--- src/rtl/stepdiv_pkg.sv ---
package stepdiv_pkg;

    parameter int DATA_W = 32;

    typedef enum logic [2:0] {
        CMD_NOP     = 3'd0,
        CMD_SETUP_S = 3'd1,
        CMD_SETUP_U = 3'd2,
        CMD_ITER    = 3'd3,
        CMD_CORR2   = 3'd4,
        CMD_CORR3   = 3'd5,
        CMD_FIN4    = 3'd6
    } step_cmd_e;

    typedef struct packed {
        logic [DATA_W-1:0] hi;
        logic [DATA_W-1:0] lo;
    } md_pair_t;

    typedef struct packed {
        logic z;
        logic c;
    } flags_t;

    typedef struct packed {
        logic sgn;
        logic neg_dd;
        logic neg_dv;
    } sign_ctx_t;

    typedef struct packed {
        md_pair_t md;
        flags_t   fl;
    } iter_res_t;

    function automatic logic [DATA_W-1:0] mag(input logic [DATA_W-1:0] v);
        return v[DATA_W-1] ? (~v + 1'b1) : v;
    endfunction

    // One restoring step: shift the pair left, try the subtraction, keep it if no borrow.
    function automatic iter_res_t iter_step(input md_pair_t m, input logic [DATA_W-1:0] dv);
        logic [DATA_W:0]   sh;
        logic [DATA_W+1:0] diff;
        logic              borrow;
        iter_res_t         r;
        sh     = {m.hi, m.lo[DATA_W-1]};
        diff   = {1'b0, sh} - {2'b00, dv};
        borrow = diff[DATA_W+1];
        r.md.hi = borrow ? sh[DATA_W-1:0] : diff[DATA_W-1:0];
        r.md.lo = {m.lo[DATA_W-2:0], ~borrow};
        r.fl.c  = borrow;
        r.fl.z  = (r.md.hi == '0);
        return r;
    endfunction

endpackage

--- src/rtl/stepdiv_alu.sv ---
module stepdiv_alu
    import stepdiv_pkg::*;
(
    input  step_cmd_e         cmd_i,
    input  md_pair_t          md_i,
    input  flags_t            fl_i,
    input  sign_ctx_t         ctx_i,
    input  logic [DATA_W-1:0] div_i,
    output md_pair_t          md_o,
    output flags_t            fl_o,
    output sign_ctx_t         ctx_o
);
    logic [DATA_W-1:0] eff_div;
    iter_res_t         it;
    logic              rem_nz;

    assign eff_div = ctx_i.sgn ? mag(div_i) : div_i;
    assign it      = iter_step(md_i, eff_div);
    assign rem_nz  = (md_i.hi != '0);

    always_comb begin
        md_o  = md_i;
        fl_o  = fl_i;
        ctx_o = ctx_i;
        case (cmd_i)
            CMD_SETUP_S: begin
                ctx_o.sgn    = 1'b1;
                ctx_o.neg_dd = md_i.lo[DATA_W-1];
                ctx_o.neg_dv = div_i[DATA_W-1];
                md_o.lo      = mag(md_i.lo);
                md_o.hi      = '0;
            end
            CMD_SETUP_U: begin
                ctx_o   = '0;
                md_o.hi = '0;
            end
            CMD_ITER: begin
                md_o = it.md;
                fl_o = it.fl;
            end
            CMD_CORR2: begin
                fl_o.z = ~rem_nz;
                fl_o.c = ctx_i.sgn & ctx_i.neg_dd & rem_nz;
            end
            CMD_CORR3: begin
                if (ctx_i.sgn && ctx_i.neg_dd && rem_nz)
                    md_o.hi = ~md_i.hi + 1'b1;
            end
            CMD_FIN4: begin
                if (ctx_i.sgn && (ctx_i.neg_dd ^ ctx_i.neg_dv))
                    md_o.lo = ~md_i.lo + 1'b1;
            end
            default: ;
        endcase
    end
endmodule

--- src/rtl/stepdiv_seq.sv ---
module stepdiv_seq
    import stepdiv_pkg::*;
#(
    parameter int ITERS = DATA_W
) (
    input  logic      clk,
    input  logic      rst,
    input  logic      go_i,
    input  logic      signed_i,
    input  logic      core_busy_i,
    output logic      active_o,
    output logic      valid_o,
    output step_cmd_e cmd_o
);
    localparam int LAST_S = ITERS + 3;
    localparam int IDX_W  = $clog2(LAST_S + 1);

    logic [IDX_W-1:0] idx;
    logic             run;
    logic             sgn;
    logic [IDX_W-1:0] last_idx;

    assign last_idx = sgn ? IDX_W'(LAST_S) : IDX_W'(ITERS);
    assign active_o = run;
    assign valid_o  = run & ~core_busy_i;

    always_comb begin
        if (idx == '0)
            cmd_o = sgn ? CMD_SETUP_S : CMD_SETUP_U;
        else if (idx <= IDX_W'(ITERS))
            cmd_o = CMD_ITER;
        else if (idx == IDX_W'(ITERS + 1))
            cmd_o = CMD_CORR2;
        else if (idx == IDX_W'(ITERS + 2))
            cmd_o = CMD_CORR3;
        else
            cmd_o = CMD_FIN4;
    end

    always_ff @(posedge clk) begin
        if (rst) begin
            run <= 1'b0;
            sgn <= 1'b0;
            idx <= '0;
        end else if (!run) begin
            if (go_i && !core_busy_i) begin
                run <= 1'b1;
                sgn <= signed_i;
                idx <= '0;
            end
        end else if (valid_o) begin
            if (idx == last_idx)
                run <= 1'b0;
            else
                idx <= idx + 1'b1;
        end
    end
endmodule

--- src/rtl/stepdiv_unit.sv ---
module stepdiv_unit
    import stepdiv_pkg::*;
#(
    parameter int ITER_CYCLES = 2
) (
    input  logic              clk,
    input  logic              rst,
    input  logic              cmd_valid,
    input  logic [2:0]        cmd,
    input  logic [DATA_W-1:0] divisor,
    input  logic              md_wr_lo,
    input  logic              md_wr_hi,
    input  logic [DATA_W-1:0] md_wdata,
    input  logic              seq_go,
    input  logic              seq_signed,
    output logic [DATA_W-1:0] mdh,
    output logic [DATA_W-1:0] mdl,
    output logic              flag_z,
    output logic              flag_c,
    output logic              busy,
    output logic              seq_active
);
    localparam int  CNT_W     = (ITER_CYCLES > 1) ? $clog2(ITER_CYCLES) : 1;
    localparam bit  MULTI_CYC = (ITER_CYCLES > 1);

    md_pair_t   md_q, md_n;
    flags_t     fl_q, fl_n;
    sign_ctx_t  ctx_q, ctx_n;
    logic [CNT_W-1:0] cnt;

    logic       seq_valid;
    step_cmd_e  seq_cmd;
    logic       step_valid;
    step_cmd_e  step_cmd;
    logic       accept;
    logic       commit_iter;
    logic       defer_iter;
    step_cmd_e  alu_cmd;
    logic       wr_ok;

    stepdiv_seq #(.ITERS(DATA_W)) u_seq (
        .clk         (clk),
        .rst         (rst),
        .go_i        (seq_go),
        .signed_i    (seq_signed),
        .core_busy_i (busy),
        .active_o    (seq_active),
        .valid_o     (seq_valid),
        .cmd_o       (seq_cmd)
    );

    assign step_valid  = seq_active ? seq_valid : cmd_valid;
    assign step_cmd    = seq_active ? seq_cmd : step_cmd_e'(cmd);
    assign busy        = (cnt != '0);
    assign accept      = step_valid & ~busy;
    assign commit_iter = MULTI_CYC && (cnt == CNT_W'(1));
    assign defer_iter  = MULTI_CYC && accept && (step_cmd == CMD_ITER);
    assign wr_ok       = ~busy & ~step_valid & ~seq_active;

    always_comb begin
        if (commit_iter)
            alu_cmd = CMD_ITER;
        else if (accept && !defer_iter)
            alu_cmd = step_cmd;
        else
            alu_cmd = CMD_NOP;
    end

    stepdiv_alu u_alu (
        .cmd_i (alu_cmd),
        .md_i  (md_q),
        .fl_i  (fl_q),
        .ctx_i (ctx_q),
        .div_i (divisor),
        .md_o  (md_n),
        .fl_o  (fl_n),
        .ctx_o (ctx_n)
    );

    always_ff @(posedge clk) begin
        if (rst) begin
            md_q  <= '0;
            fl_q  <= '0;
            ctx_q <= '0;
            cnt   <= '0;
        end else begin
            md_q  <= md_n;
            fl_q  <= fl_n;
            ctx_q <= ctx_n;
            if (busy)
                cnt <= cnt - 1'b1;
            else if (defer_iter)
                cnt <= CNT_W'(ITER_CYCLES - 1);
            if (wr_ok && md_wr_lo)
                md_q.lo <= md_wdata;
            if (wr_ok && md_wr_hi)
                md_q.hi <= md_wdata;
        end
    end

    assign mdh    = md_q.hi;
    assign mdl    = md_q.lo;
    assign flag_z = fl_q.z;
    assign flag_c = fl_q.c;
endmodule

--- config.mk ---
export PLATFORM = sky130hd
export DESIGN_NAME = stepdiv_unit
export DESIGN_NICKNAME = d
export VERILOG_FILES = /design/src/rtl/stepdiv_pkg.sv /design/src/rtl/stepdiv_alu.sv /design/src/rtl/stepdiv_seq.sv /design/src/rtl/stepdiv_unit.sv
export SDC_FILE = /design/constraint.sdc
export NUM_CORES = 1
export LEC_CHECK = 0
export ABC_AREA = 1
export BUFFER_PORTS_ARGS = -buffer_cell sky130_fd_sc_hd__buf_4
export CAP_MARGIN = 20
export CORE_AREA = 2 2 158 160
export DETAILED_ROUTE_END_ITERATION = 8
export DIE_AREA = 0 0 160 162
export GPL_TIMING_DRIVEN = 0
export PLACE_DENSITY_LB_ADDON = 0.1
export SYNTH_ARGS = -nofsm -noshare
export SYNTH_HDL_FRONTEND = slang
export SYNTH_SLANG_ARGS = --single-unit
export TNS_END_PERCENT = 30
--- constraint.sdc ---
create_clock -name clk -period 6.85 [get_ports clk]
set_input_delay 1.0275 -clock clk [delete_from_list [all_inputs] [get_ports clk]]
set_output_delay 1.0275 -clock clk [all_outputs]
set_load 0.02 [all_outputs]
=== After elaboration in Yosys (flattened, before gate mapping) ===
Index checks and enable logic that the tools add are counted.

* Mux-type cells: 32
* Shift-type cells: 0
* Add/subtract/negate cells: 6
* Divide/modulo/power cells: 0
* Eq/ne operators: 15
* Magnitude comparators: 1
* Reduce and logical (&&, ||, !) cells: 24
* Bitwise logic cells: 15
* $mul: 0

{| class="wikitable"
|+ Operators with widths
! kind !! count
|-
| 2-to-1 mux 32 bit || 8
|-
| one-hot mux 32 bit (3 select lines) || 2
|-
| adder 32 x 1 -> 32 bit (second input constant) || 3
|-
| NOT 32 bit || 3
|-
| subtractor 33 x 32 -> 34 bit || 1
|-
| logical NOT 32 bit || 1
|-
| nonzero test 32 bit || 1
|-
| 2-to-1 mux 6 bit || 4
|-
| 2-to-1 mux 3 bit || 6
|-
| equality test 6 bit (second input constant) || 2
|-
| equality test 3 x 2 -> 1 bit (second input constant) || 3
|-
| equality test 3 bit (second input constant) || 3
|-
| logical AND 1 bit || 8
|-
| nonzero test 4 bit || 2
|-
| 2-to-1 mux 1 bit || 7
|-
| adder 6 x 1 -> 6 bit (second input constant) || 1
|-
| bitwise AND 1 bit || 6
|-
| equality test 6 bit || 1
|-
| less-or-equal comparator 6 bit (second input constant) || 1
|-
| logical NOT 6 bit || 1
|-
| 2-to-1 mux 2 bit || 3
|-
| inequality test 3 x 2 -> 1 bit (second input constant) || 2
|-
| one-hot mux 3 bit (2 select lines) || 1
|-
| AND reduction 2 bit || 3
|-
| 11 further kinds || 20
|}

* Memory bits (read-only): 0
* Bits in writable memories: 0
* Memories: 0
* Register bits after elaboration: 78
* Latch bits: 0
* Bits of input ports: 74

=== Longest topological paths before layout ===
Gate-level depths: netlist of run 1.

* Word-level depth: 16
* Depth in mapped cells: 31
* Depth with buffers taken out: 31

=== Hierarchy ===
A second synthesis of run 1 with hierarchy kept.

* Cells, all modules: 1718
* Area, all modules: 9908.3 µm²

{| class="wikitable"
|+ By module, submodules not included
! module !! times used !! area an instance (µm²) !! cells each !! sequential area each (µm²)
|-
| stepdiv_alu || 1 || 6448.7 || 1296 || 0.0
|-
| stepdiv_unit || 1 || 2874.0 || 336 || 1401.3
|-
| stepdiv_seq || 1 || 585.6 || 86 || 160.2
|}

=== Least setup slack after synthesis of run 1 ===
OpenSTA, ideal clock, no wires.

* Path type: in2reg
* Start point: in divisor[1]
* End point: reg fl_q, in the netlist flag_z
* Data arrival time: 4430 ps
* Data required time: 6785 ps
* Path slack: 2355 ps
* Stages: 27
* Path buffers: 1
* Library setup time: 65 ps
* Cell sequence: inv_1 -> ha_1 -> nor3b_1 -> nand2_1 -> nor3_1 -> nand2_1 -> nor2_1 -> and3_1 -> nand4_1 -> o31ai_1 -> xor2_1 -> ha_1 -> a21oi_1 -> nor2_1 -> o21ai_0 -> nand2_1 -> a21oi_2 -> nand2_2 -> buf_6 -> or2_0 -> nand2_1 -> nand2_1 -> nor2_1 -> nand3_1 -> nor2_1 -> nor2_1 -> nor2_1

* Longest elaborated chain between the ends: 8

{| class="wikitable"
|+ RTL lines
! item !! RTL line !! RTL
|-
| start, declared || stepdiv_unit.sv:10 || <nowiki>input logic [DATA_W-1:0] divisor,</nowiki>
|-
| NOT 32 bit || stepdiv_pkg.sv:37 || <nowiki>return v[DATA_W-1] ? (~v + 1'b1) : v;</nowiki>
|-
| adder 32 x 1 -> 32 bit || stepdiv_pkg.sv:37 ||
|-
| 2-to-1 mux 32 bit || stepdiv_pkg.sv:37 ||
|-
| 2-to-1 mux 32 bit * || stepdiv_alu.sv:17 || <nowiki>assign eff_div = ctx_i.sgn ? mag(div_i) : div_i;</nowiki>
|-
| subtractor 33 x 32 -> 34 bit * || stepdiv_pkg.sv:47 || <nowiki>diff = {1'b0, sh} - {2'b00, dv};</nowiki>
|-
| 2-to-1 mux 32 bit * || stepdiv_pkg.sv:49 || <nowiki>r.md.hi = borrow ? sh[DATA_W-1:0] : diff[DATA_W-1:0];</nowiki>
|-
| logical NOT 32 bit * || stepdiv_pkg.sv:52 || <nowiki>r.fl.z = (r.md.hi == '0);</nowiki>
|-
| one-hot mux 2 bit (2 select lines) * || stepdiv_alu.sv:25 || <nowiki>case (cmd_i)</nowiki>
|-
| end signal, assigned || stepdiv_unit.sv:88 || <nowiki>fl_q <= fl_n;</nowiki>
|-
| end, declared || stepdiv_unit.sv:27 || <nowiki>flags_t fl_q, fl_n;</nowiki>
|}

Mark *: on every way between the ends. The rest lies on a longest branch, timed or not.
A chain may end at the register's enable or synchronous reset.

=== Worst setup path after layout of run 1 ===
* Start point: in divisor[0]
* End point: reg fl_q, in the netlist flag_z

Same word-level chain as after synthesis.

==> results of run 1 <==
==> layer usage <==
metal	up-vias	routed length, µm
met1	5370	19800
met3	55	3500
met2	506	17400
met4	2	801
met5	-	60
li1	5791	-
==> critical path: cells and delay by family <==
family                   cells  cell delay [ps]
adder cells (fa/ha/maj)      2              490
XOR/XNOR                     1              210
AND/OR/NAND/NOR             16             2460
AO/OA/AOI/OAI                5             1340
buffers and inverters        3              420
==> worst max-delay path by stage <==
stage / startpoint / endpoint / slack, ps / cells after the start
global placement: divisor[0] / flag_z / 950 / 27
global route: divisor[0] / flag_z / 610 / 29
finish: divisor[0] / flag_z / 1160 / 27
detailed placement: divisor[0] / flag_z / 900 / 27
CTS: divisor[0] / flag_z / 1240 / 27
floorplan: divisor[1] / flag_z / 2350 / 27
==> placed cells by master, fill, tap and decap left out, types with 21 or more instances in the layout <==
master and n:
sky130_fd_sc_hd__nor2_1 298, sky130_fd_sc_hd__dfxtp_1 78, sky130_fd_sc_hd__inv_1 192, sky130_fd_sc_hd__nand3_1 111, sky130_fd_sc_hd__xor2_1 57, sky130_fd_sc_hd__xnor2_1 21
sky130_fd_sc_hd__nand2_1 463, sky130_fd_sc_hd__a21oi_1 62, sky130_fd_sc_hd__clkbuf_1 26, sky130_fd_sc_hd__nand4_1 36, sky130_fd_sc_hd__o21ai_1 28, sky130_fd_sc_hd__o21ai_0 79
sky130_fd_sc_hd__buf_4 145, sky130_fd_sc_hd__nor3_1 34, sky130_fd_sc_hd__ha_1 40
==> synth_stat cells (2+ instances only) <==
| library cell | count |
|---|---|
| sky130_fd_sc_hd__a211oi_1 | 2 |
| sky130_fd_sc_hd__a21o_1 | 2 |
| sky130_fd_sc_hd__a21oi_1 | 62 |
| sky130_fd_sc_hd__a21oi_2 | 3 |
| sky130_fd_sc_hd__a31oi_1 | 3 |
| sky130_fd_sc_hd__buf_1 | 6 |
| sky130_fd_sc_hd__buf_2 | 10 |
| sky130_fd_sc_hd__buf_4 | 4 |
| sky130_fd_sc_hd__buf_6 | 8 |
| sky130_fd_sc_hd__clkbuf_1 | 25 |
| sky130_fd_sc_hd__dfxtp_1 | 78 |
| sky130_fd_sc_hd__ha_1 | 40 |
| sky130_fd_sc_hd__inv_1 | 192 |
| sky130_fd_sc_hd__inv_2 | 18 |
| sky130_fd_sc_hd__nand2_1 | 463 |
| sky130_fd_sc_hd__nand2_2 | 7 |
| sky130_fd_sc_hd__nand3_1 | 111 |
| sky130_fd_sc_hd__nand3_2 | 5 |
| sky130_fd_sc_hd__nand3b_1 | 2 |
| sky130_fd_sc_hd__nand4_1 | 36 |
| sky130_fd_sc_hd__nand4_4 | 2 |
| sky130_fd_sc_hd__nor2_1 | 298 |
| sky130_fd_sc_hd__nor2_2 | 7 |
| sky130_fd_sc_hd__nor2_4 | 2 |
| sky130_fd_sc_hd__nor3_1 | 34 |
| sky130_fd_sc_hd__nor3_2 | 2 |
| sky130_fd_sc_hd__nor3_4 | 2 |
| sky130_fd_sc_hd__nor3b_1 | 3 |
| sky130_fd_sc_hd__nor4_1 | 10 |
| sky130_fd_sc_hd__o211ai_1 | 17 |
| sky130_fd_sc_hd__o21a_1 | 2 |
| sky130_fd_sc_hd__o21ai_0 | 79 |
| sky130_fd_sc_hd__o21ai_1 | 28 |
| sky130_fd_sc_hd__o21ai_2 | 2 |
| sky130_fd_sc_hd__o21bai_1 | 17 |
| sky130_fd_sc_hd__o221ai_1 | 5 |
| sky130_fd_sc_hd__o22ai_1 | 2 |
| sky130_fd_sc_hd__o31ai_1 | 6 |
| sky130_fd_sc_hd__or2_1 | 2 |
| sky130_fd_sc_hd__or2_2 | 18 |
| sky130_fd_sc_hd__xnor2_1 | 21 |
| sky130_fd_sc_hd__xor2_1 | 57 |
==> area by class of cell <==
cell class,count,area (µm²),share of cell area (%)
clock inverter,6,68.8,0.608
timing repair buffer,142,1060,9.40
buffer,53,287,2.53
inverter,211,792,7.00
sequential,78,1560,13.8
multi-input combinational,1363,6910,61.0
clock buffer,10,229,2.02
tap,324,405,3.58
==> sequential cells by signal, indices dropped and copies added (netlist names) <==
name,count
mdh,32
busy,1
ctx_q,3
u_seq.sgn,1
u_seq.active_o,1
u_seq.idx,6
flag_c,1
flag_z,1
mdl,32
==> cell families (layout without fill, tap and decap cells) <==
group / Yosys count / after routing / share of synthesized area, %
buf+inv: 264 / 422 / 11.3
xor+xnor: 78 / 78 / 7.16
flops: 78 / 78 / 16.4
compound gates: 235 / 235 / 14.4
fa+ha+maj: 41 / 41 / 5.45
simple gates: 1009 / 1009 / 45.3
==> through the flow <==
step / util [%] / setup WS [ps] / hold slack, ps
5_1_grt: 46.9 / 613 / 525
3_3_place_gp: 45.7 / 947 / 466
4_1_cts: 46.9 / 1240 / 487
3_5_place_dp: 45.7 / 902 / 478
6_report: 46.9 / 1160 / 495
2_1_floorplan: - / 2350 / 452
==> power by group <==
part / total (mW) / switching, mW / internal [mW]
Combinational: 1.72 / 1.14 / 0.587
Sequential: 0.682 / 0.159 / 0.523
Clock: 0.523 / 0.236 / 0.286
Total: 2.93 / 1.53 / 1.40
==> results.env, run 1 <==
OUTCOME='complete, no violations'
TIMING.FINAL.SETUP_VIOLATIONS=0
DPL_CELL_AREA_UM2=11000
WIRE_LENGTH_OF_THE_FIRST_GLOBAL_ROUTING_PASS_UM=62900
SYNTH.CELL_AREA_UM2=9550
FINAL_NETS=1973
POST_SYNTH_NUM_CELL_TYPES=54
FP.DIEAREA_UM2=25900
FRACTION_OF_LAYOUT_CELLS_WITH_A_SIZE_SUFFIX_ABOVE_1_PCT=13.4
DRC_ERRORS=0
NETLIST.TOP_CELL.BY_AREA='sky130_fd_sc_hd__nand2_1'
CLKSINKCOUNT=78
POST_DRT_WL_PER_CELL_UM=19.0
FINALSETUPTNS_PS=0
DRV_SLEW=0
CTS-HOLD-FIX-BUFFERS=0
MIN_DELAY_PATH_DEPTH=2
CLKLATENCYLATEPIN_PS=370
DPL.CELL_COUNT=2171
CELLPOWERDENSITY_nW_PER_UM2=259
PLACE_CONGESTION=0.967
POWER.TOTAL_mW=2.93
DIE_X_UM=160
SLOWEST_DELAY_PS=400
FP.COREAREA_UM2=24100
POST_DRT_VIA_CELL_RATIO=5.36
GRT_USE_MET1_PCT=46.7
POSTROUTEWIRELENGTH_UM=41600
WORSTREG2REGSTART='ctx_q[2]'
REGTOREGSETUPSLACK_PS=2120
REPORT.FINAL.HOLD_VIOL_COUNT=0
CTS_ROOT_BUF='sky130_fd_sc_hd__clkbuf_16'
BUSIEST_LAYER='met2'
ACHIEVABLE-FREQUENCY_MHz=176
FLOORPLAN.IO_PINS=142
CRITPATHLAUNCHTYPE='input pin'
POWER.STATIC_LEAKAGE_nW=5.67
SYN_AREA_PER_CELL_UM2=5.60
DPL.HPWL_UM=33800
GRT.MET3_USAGE_PCT=4.83
SYNTH_NETS=1820
HOLD_PATH.CLASS='register to register'
R2R-END='flag_z'
YOSYS_WARNINGS=0
WORST-SETUP-PATH-TYPE='input pin to register'
TIMING_WORST_SLEW_PIN_VALUE_PS=803
AREAGROWTHSYNTHTOFINISH_PCT=18.5
INITIAL_UTILIZATION_PCT=39.6
SLOWEST_STAGE='sky130_fd_sc_hd__o21ai_0'
GRT_USE_MET2_PCT=48.2
CTSHTREEMAXLEVEL=3
CRITICAL_PATH.MOST_COMMON_CELL='sky130_fd_sc_hd__nor2_1'
WORST_SETUP_PATH_END_KIND='register'
GRT_OVERFLOW_TOTAL=0
MAX-VDD-IR-DROP_uV=127
HOLD_PATH_END='ctx_q[0]'
PLACEMENT.IO_BUFFERS=141
DIE_H_UM=162
LAYOUT_WORST_PATH_CYCLE_SHARE_PCT=83.1
CRITICAL_PATH_ARRIVAL_PS=5980
COUNT_OF_FLIP_FLOPS_WITH_A_BUILT_IN_ENABLE_AFTER_SYNTHESIS=0
DESIGN_AREA_UM2=11300
SETUP_REPAIR_AFTER_GLOBAL_ROUTING_MISSED_ITS_MARGIN='no'
FILL_CELLS=2737
CLK_PIN_SLEW_WORST_PATHS_PS=70
R2R_CELLS=25
CLK_PATH_BUF_DEPTH=2
FINAL.SETUP_SKEW_PS=18.1
DRTANTENNAVIOLNETS=0
WORST-PATH-MAX-FANOUT=10
PERIOD_MINUS_SLACK_PS=5690
WORST-ENDPOINT-REQUIRED_PS=7140
NUMBER_OF_GLOBAL_ROUTE_VIAS_BEFORE_REPAIR=10900
LAYOUTNONFILLERINSTCOUNT=2187
HP-START='ctx_q[0]'
VIA_COUNT=11700
CTS_RESIZED=0
DETAIL_ROUTE.FIRST_PASS.ITERATIONS=6
PIN_COUNT_OF_THE_BIGGEST_NET_ENTERING_GLOBAL_ROUTING=15
NETLIST_INSTANCES=1705
CTS_INSERTED_BUFFERS=9
SYNTH.TOP_CELLS.BY_AREA='sky130_fd_sc_hd__nand2_1 (18%), sky130_fd_sc_hd__dfxtp_1 (16%), sky130_fd_sc_hd__nor2_1 (12%), sky130_fd_sc_hd__inv_1 (7.5%), sky130_fd_sc_hd__nand3_1 (5.8%)'
POST_CTS_BUFFERS=0
MAXCAPVIOLCOUNT=0
ANTENNA_FOUND_INITIAL=0
ASYNCSETRESETFLOPFRACSYNTH_PCT=0
FIRST_ITER_VIOLATIONS=1181
SLEW_HEADROOM_PCT=46.4
ANTENNADIODECOUNT=0
POSTSYNTHREGISTERBITS=78
SYNTH_FLOP_CELL='sky130_fd_sc_hd__dfxtp_1'
TRITONCTS='built'
SYNTH_TOP_CELL_AREA_SHARE_PCT=18.2
TRACK_USAGE_PCT=31.7
STD_CELL_ROWS=57
SYNTH-SEQ-AREA-SHARE_PCT=16.4
Note: power is estimated with default switching activity, not from simulation.
==> inputs of run 2 (changes only) <==
- clock period: 6.85 -> 4.67 ns (I/O delays scaled with it)
==> run 2 against run 1 <==
Effect of this change:
- hold slack is essentially flat
- count of clock-buffer cells in the layout is the same
- combinational power grew 61%
- die area is the same
- clock power grew 46%
==> results.env, run 2 (same netlist as run 1, synthesis figures left out) <==
FLOORPLAN.IO_PINS=142  # unchanged
P_INT_mW=2.18  # was 1.40 mW
CLKSINKCOUNT=78  # unchanged
DIE_H_UM=162  # unchanged
OUTCOME='complete, no violations'  # unchanged
CLK_PATH_BUF_DEPTH=2  # unchanged
WORST-PATH-MAX-FANOUT=7  # was 10
FIRST_ITER_VIOLATIONS=1115  # was 1181
REPORT.FINAL.HOLD_VIOL_COUNT=0  # unchanged
WORST_SETUP_PATH_END_KIND='register'  # unchanged
FP.COREAREA_UM2=24100  # unchanged
LAYOUT.CELLS.MOST_COMMON_LIST='sky130_fd_sc_hd__nand2_1 (434), sky130_fd_sc_hd__nor2_1 (280), sky130_fd_sc_hd__inv_1 (190)'  # was sky130_fd_sc_hd__nand2_1 (463), sky130_fd_sc_hd__nor2_1 (298), sky130_fd_sc_hd__inv_1 (192)
CRITPATHLAUNCHTYPE='input pin'  # unchanged
FILL_CELLS=2696  # was 2737
DRC_ERRORS=0  # unchanged
TIMING.FINAL.SETUP_VIOLATIONS=0  # unchanged
CRITICAL_PATH_ARRIVAL_PS=4910  # was 5980 ps
DETAIL_ROUTE.FIRST_PASS.ITERATIONS=7  # was 6
SW_FRAC_OF_TOTAL_PCT=51.8  # was 52.3%
CTS-HOLD-FIX-BUFFERS=0  # unchanged
WORST-ENDPOINT-REQUIRED_PS=4960  # was 7140 ps
SLOWEST_STAGE='sky130_fd_sc_hd__ha_2'  # was sky130_fd_sc_hd__o21ai_0
CTS_ROOT_BUF='sky130_fd_sc_hd__clkbuf_16'  # unchanged
PLACEMENT.IO_BUFFERS=141  # unchanged
NUMBER_OF_GLOBAL_ROUTE_VIAS_BEFORE_REPAIR=10900  # about the same
POST_DRT_VIA_CELL_RATIO=5.37  # was 5.36
HOLD_PATH.CLASS='register to register'  # unchanged
ACHIEVABLE-FREQUENCY_MHz=216
WIRE_LENGTH_OF_THE_FIRST_GLOBAL_ROUTING_PASS_UM=63000  # was 62900 µm
DIE_X_UM=160  # unchanged
ANTENNADIODECOUNT=0  # unchanged
SLOWEST_DELAY_PS=340  # was 400 ps
FINAL.SETUP_SKEW_PS=17.5  # was 18.1 ps
TRACK_USAGE_PCT=31.8  # was 31.7%
COMBINATIONALPOWERSHARE_PCT=61.0  # was 58.9%
CRIT_FAMILY='simple AND/OR/NAND/NOR gates'  # unchanged
INITIAL_UTILIZATION_PCT=39.6  # unchanged
FINISH.UTILIZATION_PCT=49.2  # was 46.9%
CTS_INSERTED_BUFFERS=9  # unchanged
DPL.HPWL_UM=33800  # unchanged
CLOCKPOWERSHARE_PCT=16.9  # was 17.9%
LAYOUT_WORST_PATH_CYCLE_SHARE_PCT=98.9
WORST-SETUP-PATH-TYPE='input pin to register'  # unchanged
MAXCAPVIOLCOUNT=0  # unchanged
SEQCELLAREA_UM2=1560  # unchanged
CLKLATENCYLATEPIN_PS=360  # was 370 ps
CRITICAL_PATH.MOST_COMMON_CELL='sky130_fd_sc_hd__nand2_2'  # was sky130_fd_sc_hd__nor2_1
TIMING_WORST_SLEW_PIN_VALUE_PS=808  # was 803 ps
SETUP_SLACK_PS=50.9  # was 1160 ps
FP.DIEAREA_UM2=25900  # unchanged
DETAILEDPLACE.WORSTSLACK_PS=-951  # was 902 ps
POWER.TOTAL_mW=4.53  # was 2.93 mW
GRT_OVERFLOW_TOTAL=0  # unchanged
AREAGROWTHSYNTHTOFINISH_PCT=24.2  # was 18.5%
POWER.NET_SWITCHING_mW=2.35  # was 1.53 mW
DRTANTENNAVIOLNETS=0  # unchanged
SLEW_HEADROOM_PCT=46.2  # was 46.4%
MULTI_INPUT_COMB_AREA_UM2=7210  # was 6910 µm²
CRITICAL_PATH.N_BUFFERS_INVERTERS=3  # unchanged
TRITONCTS='built'  # unchanged
CELLPOWERDENSITY_nW_PER_UM2=382  # was 259 nW/µm²
PERIOD_MINUS_SLACK_PS=4620
ANTENNA_FOUND_INITIAL=0  # unchanged
SETUP_REPAIR_AFTER_GLOBAL_ROUTING_MISSED_ITS_MARGIN='yes'  # was no
PLACE_CONGESTION=0.967  # unchanged
CTSHTREEMAXLEVEL=3  # unchanged
FINAL_NETS=1990  # was 1973
VIA_COUNT=11800  # was 11700
PIN_COUNT_OF_THE_BIGGEST_NET_ENTERING_GLOBAL_ROUTING=15  # unchanged
LAYOUT_COMMONEST_CELL='sky130_fd_sc_hd__nand2_1'  # unchanged
MAX-VDD-IR-DROP_uV=186  # was 127 µV
CLK_PIN_SLEW_WORST_PATHS_PS=70  # about the same
DRV_SLEW=0  # unchanged
STD_CELL_ROWS=57  # unchanged
REGTOREGSETUPSLACK_PS=260  # was 2120 ps
POSTROUTEWIRELENGTH_UM=42000  # was 41600 µm
POWER.STATIC_LEAKAGE_nW=5.82  # was 5.67 nW
FRACTION_OF_LAYOUT_CELLS_WITH_A_SIZE_SUFFIX_ABOVE_1_PCT=18.1  # was 13.4%
POST_DRT_WL_PER_CELL_UM=19.1  # was 19.0 µm
SHARE_SEQ_OF_TOTAL_POWER_PCT=22.1  # was 23.3%
==> run 2: changes by cell type in the layout (fill, tap and decap cells not counted), moves of 5 or more <==
cell | previous run | this run
sky130_fd_sc_hd__nor2_4 | 2 | 8
sky130_fd_sc_hd__nor2_1 | 298 | 280
sky130_fd_sc_hd__nor2_2 | 7 | 19
sky130_fd_sc_hd__nand2_2 | 7 | 35
sky130_fd_sc_hd__buf_8 | 0 | 5
sky130_fd_sc_hd__buf_4 | 145 | 156
sky130_fd_sc_hd__nand2_1 | 463 | 434
sky130_fd_sc_hd__o21ai_0 | 79 | 73
==> run 2: tightest hold or removal path: cells and delay by family (launching register included) <==
family             cells  cell delay (ps)
and+or+nand+nor        1               70
DFF                    1              330
AOI/OAI and AO/OA      1               60
==> run 2: repair_timing <==
item / 4_1_cts / 5_1_grt
setup endpoints to repair: 34 / 35
pin swaps: 3 / 50
cloned: 0 / 3
gates resized for setup: 21 / 99
endpoints found under the hold margin: 0 / 0
buffers inserted: 1 / 13
==> run 2: per-stage QoR <==
| stage | hold WS, ps | setup TNS (ps) | std cells | area [µm²] |
|---|---|---|---|---|
| global route | 525 | -682 | 2204 | 11900 |
| floorplan | 452 | 0 | 1705 | 9550 |
| global placement | 466 | -17920 | 2170 | 11000 |
| CTS | 487 | 0 | 2188 | 11400 |
| detailed placement | 478 | -19490 | 2171 | 11000 |
| finish | 495 | 0 | 2204 | 11900 |
==> run 2: final cells by class <==
type                    instances  area share (%)
multi-input cells            1363            60.8
flip-flops and latches         78            13.2
repair buffers                159            10.6
inverters                     211            6.78
well taps                     324            3.42
plain buffers                  53            2.70
clock buffers                  10            1.93
clock inverters                 6           0.580
==> run 2: metal layers <==
metal  up-vias  wire length [µm]  part of all wire (%)  global-route usage, %
met5         -                60                  0.14                   1.89
li1       5836                 -                     -                      -
met3        58              3780                   9.0                   4.72
met2       503             17600                    42                   48.3
met4         2               830                   2.0                   7.62
met1      5440             19700                    47                   46.8
==> run 2: path summary, 6_finish.rpt <==
path,start,end,cells after the start
hold reg to reg,ctx_q[0],ctx_q[0],2
setup / recovery,divisor[1],flag_z,29
hold / removal,ctx_q[0],ctx_q[0],2
setup reg to reg,ctx_q[2],flag_z,25
==> run 2: power groups by stage <==
stage	Combinational, mW	Sequential, mW	Clock [mW]
2_1_floorplan	1.60	1.03	0
3_3_place_gp	2.47	1.01	0
3_5_place_dp	2.47	1.01	0
4_1_cts	2.51	0.995	0.773
5_1_grt	3.05	1.01	0.792
6_report	2.77	1.00	0.764
